### src/rtl/mbox_issue_seq.sv
module mbox_issue_seq #(
  parameter int AW = 24,
  parameter int LW = 21,
  parameter int CYC_PER_MS = 100000,
  parameter int TMO_MS = 2000,
  parameter logic [AW-1:0] A_CTRL = 'h004,
  parameter logic [AW-1:0] A_CMD  = 'h008,
  parameter logic [AW-1:0] A_STAT = 'h010,
  parameter logic [AW-1:0] A_PAY  = 'h100
) (
  input  logic          clk,
  input  logic          rst_n,
  input  logic          cmd_start,
  input  logic [15:0]   cmd_opcode,
  input  logic [LW-1:0] cmd_in_len,
  input  logic          cmd_in_given,
  input  logic [LW-1:0] cmd_out_max,
  input  logic          cmd_out_given,
  input  logic [LW-1:0] pay_size,
  output logic [LW-4:0] in_idx,
  input  logic [63:0]   in_word,
  output logic          bus_req,
  output logic          bus_we,
  output logic [AW-1:0] bus_addr,
  output logic [63:0]   bus_wdata,
  input  logic          bus_ack,
  input  logic [63:0]   bus_rdata,
  output logic          out_we,
  output logic [LW-4:0] out_idx,
  output logic [63:0]   out_word,
  output logic          done,
  output logic [15:0]   done_rc,
  output logic [LW-1:0] done_len,
  output logic [1:0]    done_err
);
  localparam int WW = LW - 2;
  localparam int IW = LW - 3;
  localparam int PW = $clog2(CYC_PER_MS + 1);
  localparam int MW = $clog2(TMO_MS + 1);
  localparam logic [1:0] E_NONE = 2'd0, E_BUSY = 2'd1, E_TMO = 2'd2, E_INV = 2'd3;

  typedef enum logic [3:0] {
    S_IDLE, S_CHK, S_WCMD, S_WPAY, S_RING, S_POLL, S_RECHK, S_RSTAT, S_RCMD, S_RPAY
  } st_t;

  st_t           st;
  logic [15:0]   opc;
  logic [LW-1:0] ilen, omax, psz, clen;
  logic          igiv, ogiv;
  logic [WW-1:0] widx;
  logic [PW-1:0] presc;
  logic [MW-1:0] ms;

  wire [WW-1:0] in_words = WW'(({1'b0, ilen} + (LW+1)'(7)) >> 3);
  wire [WW-1:0] cp_words = WW'(({1'b0, clen} + (LW+1)'(7)) >> 3);
  wire          expired  = (ms == MW'(TMO_MS));
  wire [LW-1:0] rep      = bus_rdata[16 +: LW];
  wire [LW-1:0] lim      = (omax < psz) ? omax : psz;
  wire [LW-1:0] ncopy    = !ogiv ? '0 : ((rep < lim) ? rep : lim);
  wire [15:0]   rc_w     = bus_rdata[47:32];
  wire          db       = bus_rdata[0];

  assign in_idx  = widx[IW-1:0];
  assign bus_req = (st != S_IDLE);
  assign bus_we  = (st == S_WCMD) || (st == S_WPAY) || (st == S_RING);

  always_comb begin
    case (st)
      S_CHK, S_RING, S_POLL, S_RECHK: bus_addr = A_CTRL;
      S_WCMD, S_RCMD:                 bus_addr = A_CMD;
      S_RSTAT:                        bus_addr = A_STAT;
      S_WPAY, S_RPAY:                 bus_addr = A_PAY + AW'({widx[IW-1:0], 3'b000});
      default:                        bus_addr = '0;
    endcase
    case (st)
      S_WCMD:  bus_wdata = {(64-16-LW)'(0), ilen, opc};
      S_WPAY:  bus_wdata = in_word;
      S_RING:  bus_wdata = 64'd1;
      default: bus_wdata = '0;
    endcase
  end

  always_ff @(posedge clk or negedge rst_n) begin
    if (!rst_n) begin
      st <= S_IDLE; opc <= '0; ilen <= '0; omax <= '0; psz <= '0; clen <= '0;
      igiv <= 1'b0; ogiv <= 1'b0; widx <= '0; presc <= '0; ms <= '0;
      out_we <= 1'b0; out_idx <= '0; out_word <= '0;
      done <= 1'b0; done_rc <= '0; done_len <= '0; done_err <= E_NONE;
    end else begin
      done   <= 1'b0;
      out_we <= 1'b0;
      case (st)
        S_IDLE: if (cmd_start) begin
          opc <= cmd_opcode; ilen <= cmd_in_len; igiv <= cmd_in_given;
          omax <= cmd_out_max; ogiv <= cmd_out_given; psz <= pay_size;
          st <= S_CHK;
        end
        S_CHK: if (bus_ack) begin
          if (db || (ilen != '0 && !igiv)) begin
            done <= 1'b1; done_rc <= '0; done_len <= '0;
            done_err <= db ? E_BUSY : E_INV; st <= S_IDLE;
          end else st <= S_WCMD;
        end
        S_WCMD: if (bus_ack) begin
          widx <= '0;
          st <= (ilen != '0) ? S_WPAY : S_RING;
        end
        S_WPAY: if (bus_ack) begin
          widx <= widx + 1'b1;
          if (widx == in_words - 1'b1) st <= S_RING;
        end
        S_RING: if (bus_ack) begin
          presc <= '0; ms <= '0; st <= S_POLL;
        end
        S_POLL: begin
          if (presc == PW'(CYC_PER_MS - 1)) begin
            presc <= '0;
            if (!expired) ms <= ms + 1'b1;
          end else presc <= presc + 1'b1;
          if (bus_ack) begin
            if (!db) st <= S_RSTAT;
            else if (expired) st <= S_RECHK;
          end
        end
        S_RECHK: if (bus_ack) begin
          if (db) begin
            done <= 1'b1; done_rc <= '0; done_len <= '0; done_err <= E_TMO; st <= S_IDLE;
          end else st <= S_RSTAT;
        end
        S_RSTAT: if (bus_ack) begin
          if (rc_w != '0) begin
            done <= 1'b1; done_rc <= rc_w; done_len <= '0; done_err <= E_NONE; st <= S_IDLE;
          end else st <= S_RCMD;
        end
        S_RCMD: if (bus_ack) begin
          if (ncopy == '0) begin
            done <= 1'b1; done_rc <= '0; done_len <= '0; done_err <= E_NONE; st <= S_IDLE;
          end else begin
            clen <= ncopy; widx <= '0; st <= S_RPAY;
          end
        end
        S_RPAY: if (bus_ack) begin
          out_we <= 1'b1; out_idx <= widx[IW-1:0]; out_word <= bus_rdata;
          widx <= widx + 1'b1;
          if (widx == cp_words - 1'b1) begin
            done <= 1'b1; done_rc <= '0; done_len <= clen; done_err <= E_NONE; st <= S_IDLE;
          end
        end
        default: st <= S_IDLE;
      endcase
    end
  end

  assert_hold_R10: assert property (@(posedge clk) disable iff (!rst_n)
    bus_req && !bus_ack |=> bus_req && $stable(bus_addr) && $stable(bus_we) && $stable(bus_wdata));
  assert_pulse_R10: assert property (@(posedge clk) disable iff (!rst_n)
    done |=> !done);
  assert_busy_R1: assert property (@(posedge clk) disable iff (!rst_n)
    st == S_CHK && bus_ack && bus_rdata[0] |=> done && done_err == E_BUSY && !bus_req);
  assert_inv_R2: assert property (@(posedge clk) disable iff (!rst_n)
    done && done_err == E_INV |-> done_len == '0 && done_rc == '0);
  assert_ring_R4: assert property (@(posedge clk) disable iff (!rst_n)
    bus_req && bus_we && bus_addr == A_CTRL |-> $past(bus_req) && $past(bus_we));
  assert_tmo_R5: assert property (@(posedge clk) disable iff (!rst_n)
    done && done_err == E_TMO |-> $past(st) == S_RECHK);
  assert_clamp_R7: assert property (@(posedge clk) disable iff (!rst_n)
    done && done_err == E_NONE |-> done_len <= omax && done_len <= psz);
endmodule

### config.mk
export PLATFORM = sky130hd
export DESIGN_NAME = mbox_issue_seq
export DESIGN_NICKNAME = d
export VERILOG_FILES = /design/src/rtl/mbox_issue_seq.sv
export SDC_FILE = /design/constraint.sdc
export NUM_CORES = 1
export LEC_CHECK = 0
export ABC_AREA = 1
export CORE_MARGIN = 3
export CORE_UTILIZATION = 25
export DETAILED_ROUTE_END_ITERATION = 7
export SYNTH_ARGS = -nofsm -noshare
export SYNTH_HDL_FRONTEND = slang
export SYNTH_SLANG_ARGS = --single-unit
### constraint.sdc
create_clock -name clk -period 8.7 [get_ports clk]
set_input_delay 0.87 -clock clk [delete_from_list [all_inputs] [get_ports clk]]
set_output_delay 0.87 -clock clk [all_outputs]
set_load 0.005 [all_outputs]
-- Word-level counts from Yosys, hierarchy flattened
Cells that the tools add are included.
- flip-flop bits (word level): 276
- bits of input ports: 213
- word-level logic and storage cells: 171
- add/subtract/negate cells: 8
- magnitude comparators: 2
- equality and inequality tests: 34
- muxes and demuxes: 84
- bitwise logic cells: 1
- reductions and logical operators: 24
- operators with widths (operator ; number):
    $mux 21 ; 13
    $pmux 64 s3 ; 1
    $mux 16 ; 10
    $pmux 21 s5 ; 1
    $pmux 22 s4 ; 1
    $pmux 16 s5 ; 1
    $mux 19 ; 4
    $mux 4 ; 16
    $pmux 19 s3 ; 1
    $add 21x3->22 const B ; 2
    $lt 21x21->1 ; 2
    $pmux 4 s10 ; 1
    $eq 19x19->1 ; 2
    $sub 19x1->19 const B ; 2
    $ne 2x2->1 const B ; 18
    $mux 17 ; 2
    $pmux 17 s2 ; 1
    $mux 11 ; 3
    $mux 2 ; 12
    $add 9x21->22 const A ; 1
    $pmux 11 s2 ; 1
    $logic_not 21->1 ; 1
    $reduce_bool 21->1 ; 1
    $add 19x1->19 const B ; 1
    32 further kinds ; 55

-- Logic depth before layout (Yosys ltp)
- depth after elaboration: 9
- mapped depth: 35

-- Worst setup path after synthesis
Ideal clock, no wire load.
- kind: register to register
- start point: register omax[20]
- end point: register widx[11]
- data arrival time: 3.989 ns
- setup slack: 4.593 ns
- cell stages (with the launch flop): 31
- buffers on the path: 4
- path through: dfrtp_1 -> ha_1 -> nand2_1 -> nor2_1 -> nand2_1 -> nor2_1 -> nand2_1 -> nand3_2 -> clkbuf_1 -> nand2_1 -> o21ai_0 -> ha_1 -> a21oi_1 -> o21ai_0 -> nand3_1 -> nand2_1 -> nand2_1 -> a21oi_1 -> nor2_1 -> clkbuf_1 -> nand3_1 -> nand3_1 -> nand2_1 -> nor2_1 -> nand2_1 -> nor2_2 -> nand3_2 -> buf_2 -> buf_2 -> nand4_1 -> nand2_1
- cells in the longest elaborated chain, start to end: 8
- ends and longest elaborated chain (what ; line ; source):
    start, declared ; 48 ; logic [LW-1:0] ilen, omax, psz, clen;
    start signal, assigned ; 95 ; omax <= cmd_out_max; ogiv <= cmd_out_given; psz <= pay_size;
    $lt 21x21->1 ; 58 ; wire [LW-1:0] lim = (omax < psz) ? omax : psz;
    $mux 21 (*) ; 58 ;
    $lt 21x21->1 ; 59 ; wire [LW-1:0] ncopy = !ogiv ? '0 : ((rep < lim) ? rep : lim);
    $mux 21 (*) (2 in a row) ; 59 ;
    $logic_not 21->1 (*) ; 136 ; if (ncopy == '0) begin
    $ne 2x2->1 (no line) (*) ; n/a ;
    $reduce_and 5->1 (no line) (*) ; n/a ;
    end signal, assigned ; 109 ; widx <= widx + 1'b1;
    end signal, assigned ; 144 ; widx <= widx + 1'b1;
    end, declared ; 50 ; logic [WW-1:0] widx;
Mark *: on every way between the ends. The rest lies on a longest branch, timed or not.
A chain may end at the register's enable or synchronous reset.

-- Worst setup path in the final report
- start point: register omax[16]
- end point: register done_len[12]
- cells in the longest elaborated chain, start to end: 8
- ends and longest elaborated chain (what ; line ; source):
    $lt 21x21->1 ; 58 ;
    $mux 21 (*) ; 58 ;
    $lt 21x21->1 ; 59 ;
    $mux 21 (*) (2 in a row) ; 59 ;
    $logic_not 21->1 (*) ; 136 ;
    $ne 2x2->1 (no line) (*) ; n/a ;
    $reduce_and 11->1 (no line) (*) ; n/a ;
    end, declared ; 33 ; output logic [LW-1:0] done_len,
Marks and branches as above.

==> run metrics <==
cell mode on critical path nand2_1; Layout Skew roughly 0.019 ns; router iterations before antenna repair 5; Synth Area in XOR/XNOR 0.0265; Site Rows a little over 90; later-pin clock latency in the skew report ~0.57 ns; initial antenna violation count 3; CTS Hold Buffers Added 0; first-pass GRT wire length roughly 94000 um; DRC 0; largest family of logic cells by synthesized area simple AND/OR/NAND/NOR gates; Routed Antenna Nets 0; R2R depth 25; period utilization 0.771; Die W approximately 260 um; clock transition at the registers of the reported paths approximately 0.06 ns; worst min path class input port to asynchronous set/reset pin; multiplexer share of the synthesized area 0.0135; Setup Crit Path Kind flip-flop to flip-flop; Worst setup EP type flip-flop; Combinational Power Share 0.449; CP max FO 41; most frequent cells in the layout nand2_1, clkdlybuf4s50_1, dfrtp_1; Worst Tran Pin Value around 1 ns; commonest non-fill, non-tap cell in the layout nand2_1; clock power share 0.257; crit path DAT about 7.2 ns; Initial DRC Count approximately 1200; Fmax between 0.1 and 0.15 GHz; initial core utilization 0.255; worst vdd ir 170 uV; EDFF count, synth 0; CTS tree done; Die Span Y between 200 and 300 um; Yosys reg bits between 200 and 300; ys async rst share 1.00; I/O pins about 440; compound-gate portion of the synthesized area 0.0955; simple-gate share of the synthesized area 0.317; status complete, no violations; vias in the first global route 15400; clk buf depth 3; Net Sw Power about 0.0025 W; WL/cell 17.3 um; Core Area about 65000 um^2; RSZ-0062 raised after global routing no; crit start category flip-flop; die footprint about 70000 um^2; I/O Buffers about 440; Mapped Area between 15000 and 20000 um^2; grt ovf 0; DR vias/cell around 4.5; endpoints failing hold 0; fraction of layout cells with a size suffix above 1 0.0538; CP max stage cell o21ai_0; Seq pwr share 0.294; Adder-Cell Fraction of Synth Area 0.0354; # resized after CTS 0; Distinct cells, synth 45; Ys Warns 0; Largest stage delay, worst path around 0.7 ns; final WL 61900 um; launch point of the worst reg-to-reg path omax[16]$_DFFE_PN0P_; largest net degree at the start of global routing approximately 100; global router's overall resource usage 0.172; Cell Int Power between 0.003 and 0.004 W; leakage power approximately 11 nW; CTS Sinks roughly 280; Max-slew headroom 0.328; pwr dens 257 nW/um^2; sequential area share after synthesis 0.415; via count 16200; clock period minus worst slack 6.71 ns; R2R Setup Slk about 2.0 ns; htree depth 2; worst r2r dst done_len[12]$_DFFE_PN0P_; Min Hold Slack ~0.28 ns; Sw Ratio 0.419; Post-Route Setup TNS 0 ns; Post-CTS Setup Bufs 0; synthesized area per cell roughly 7 um^2; Slew Viols, Final 0; Critical Path RT 9.15 ns; max-cap violation count 0; Layout Nets approximately 3000; post-layout util 0.351; post-detail-place hpwl 47500 um; Critical Path Source omax[16]$_DFFE_PN0P_; Cells after Synth approximately 2300; ys flop type dfrtp_1; clk root buf clkbuf_16; Num CTS Buffers 36; Final Wtd Congestion approximately 0.87; Layout area overhead 37.6%; endpoints failing setup 0
-- per-layer routing --
| layer | vias up | wire [um] | track usage |
|---|---|---|---|
| met2 | 397 | 29300 | 0.285 |
| met4 | 0 | 1030 | 0.0365 |
| li1 | 8176 | - | - |
| met3 | 55 | 3210 | 0.0314 |
| met1 | 7572 | 28400 | 0.234 |
| met5 | - | 0 | 0 |
-- state kept, by name, summed over array words and instances (netlist names), 17 cells and up --
signal	cells
ilen	21
presc	17
out_idx	18
out_word	64
omax	21
widx	19
clen	21
psz	21
done_len	21
-- cell usage after synthesis, types with 3 or more instances --
library cell    n  area [um^2]
or2_2           3         18.8
xnor2_1         3         26.3
o21ai_1         3         15.0
nand3_2        16          160
nor3b_1         3         22.5
nor3_1         38          190
dfrtp_1       276         6910
inv_2           5         18.8
buf_4          24          180
o22ai_1         9         56.3
nand4_1        57          357
nor2_4          6         67.6
nor2_2         10         62.6
o21ai_0       234         1170
mux2_2         20          225
clkbuf_1       63          236
xor2_1         35          307
ha_1           47          588
xnor3_1         3         67.6
a21oi_1        45          225
inv_1         276         1040
nand3_1       143          716
nor4_1         12         75.1
a31oi_1         3         18.8
clkinv_1        4         15.0
a211oi_1        4         30.0
buf_2          15         75.1
nand2_2        10         62.6
nor2_1        193          724
nand2_1       741         2780
-- stage by stage --
stage	total power [W]	std cells	area (um^2)	setup slack (ns)
floorplan	0.00343	2325	16600	4.59
global placement	0.00434	3525	21700	2.07
detailed placement	0.00438	3525	21700	2.05
CTS	0.00593	3587	22900	2.01
global route	0.00638	3587	22900	1.20
finish	0.00587	3588	22900	1.99
-- area by class of cell --
class                      instances  area [um^2]
tap                              855         1070
clock buffer                      51         1060
clock inverter                    11          119
antenna                            1         2.50
fill                            6897        42300
sequential                       276         6910
multi-input combinational       1658         8170
timing repair buffer             451         4490
inverter                         285         1070
-- critical path, delay by kind of cell, from the launching register on --
family | cells | cell delay (ns)
flip-flops | 1 | 0.39
buffers and inverters | 2 | 0.40
adder cells (fa/ha/maj) | 2 | 0.53
AND/OR/NAND/NOR | 19 | 4.31
AO/OA/AOI/OAI | 2 | 0.92
-- power by group through the flow --
stage | logic, W | clock network (W) | registers [W]
finish | 0.00264 | 0.00151 | 0.00173
global route | 0.00300 | 0.00161 | 0.00176
CTS | 0.00265 | 0.00155 | 0.00173
detailed placement | 0.00263 | 0 | 0.00175
global placement | 0.00260 | 0 | 0.00174
floorplan | 0.00173 | 0 | 0.00170
-- how the worst max path moves through the flow --
stage / slack, ns / endpoint / cells past startpoint
6_report: 1.99 / done_len[12]$_DFFE_PN0P_ / 25
5_1_grt: 1.20 / done_len[9]$_DFFE_PN0P_ / 28
4_1_cts: 2.01 / done_len[12]$_DFFE_PN0P_ / 25
3_5_place_dp: 2.05 / done_len[12]$_DFFE_PN0P_ / 25
3_3_place_gp: 2.07 / done_len[9]$_DFFE_PN0P_ / 27
2_1_floorplan: 4.59 / widx[11]$_DFFE_PN0P_ / 30
-- cell families (layout without fill, tap and decap cells) --
| group | Yosys count | in the layout |
|---|---|---|
| XOR/XNOR | 43 | 43 |
| flip-flops | 276 | 276 |
| AO/OA/AOI/OAI | 307 | 307 |
| AND/OR/NAND/NOR | 1237 | 1237 |
| multiplexers | 20 | 20 |
| other | 1 | 5 |
| buffers and inverters | 391 | 798 |
| adder cells (fa/ha/maj) | 47 | 47 |
Note: power is estimated with default switching activity, not from simulation.
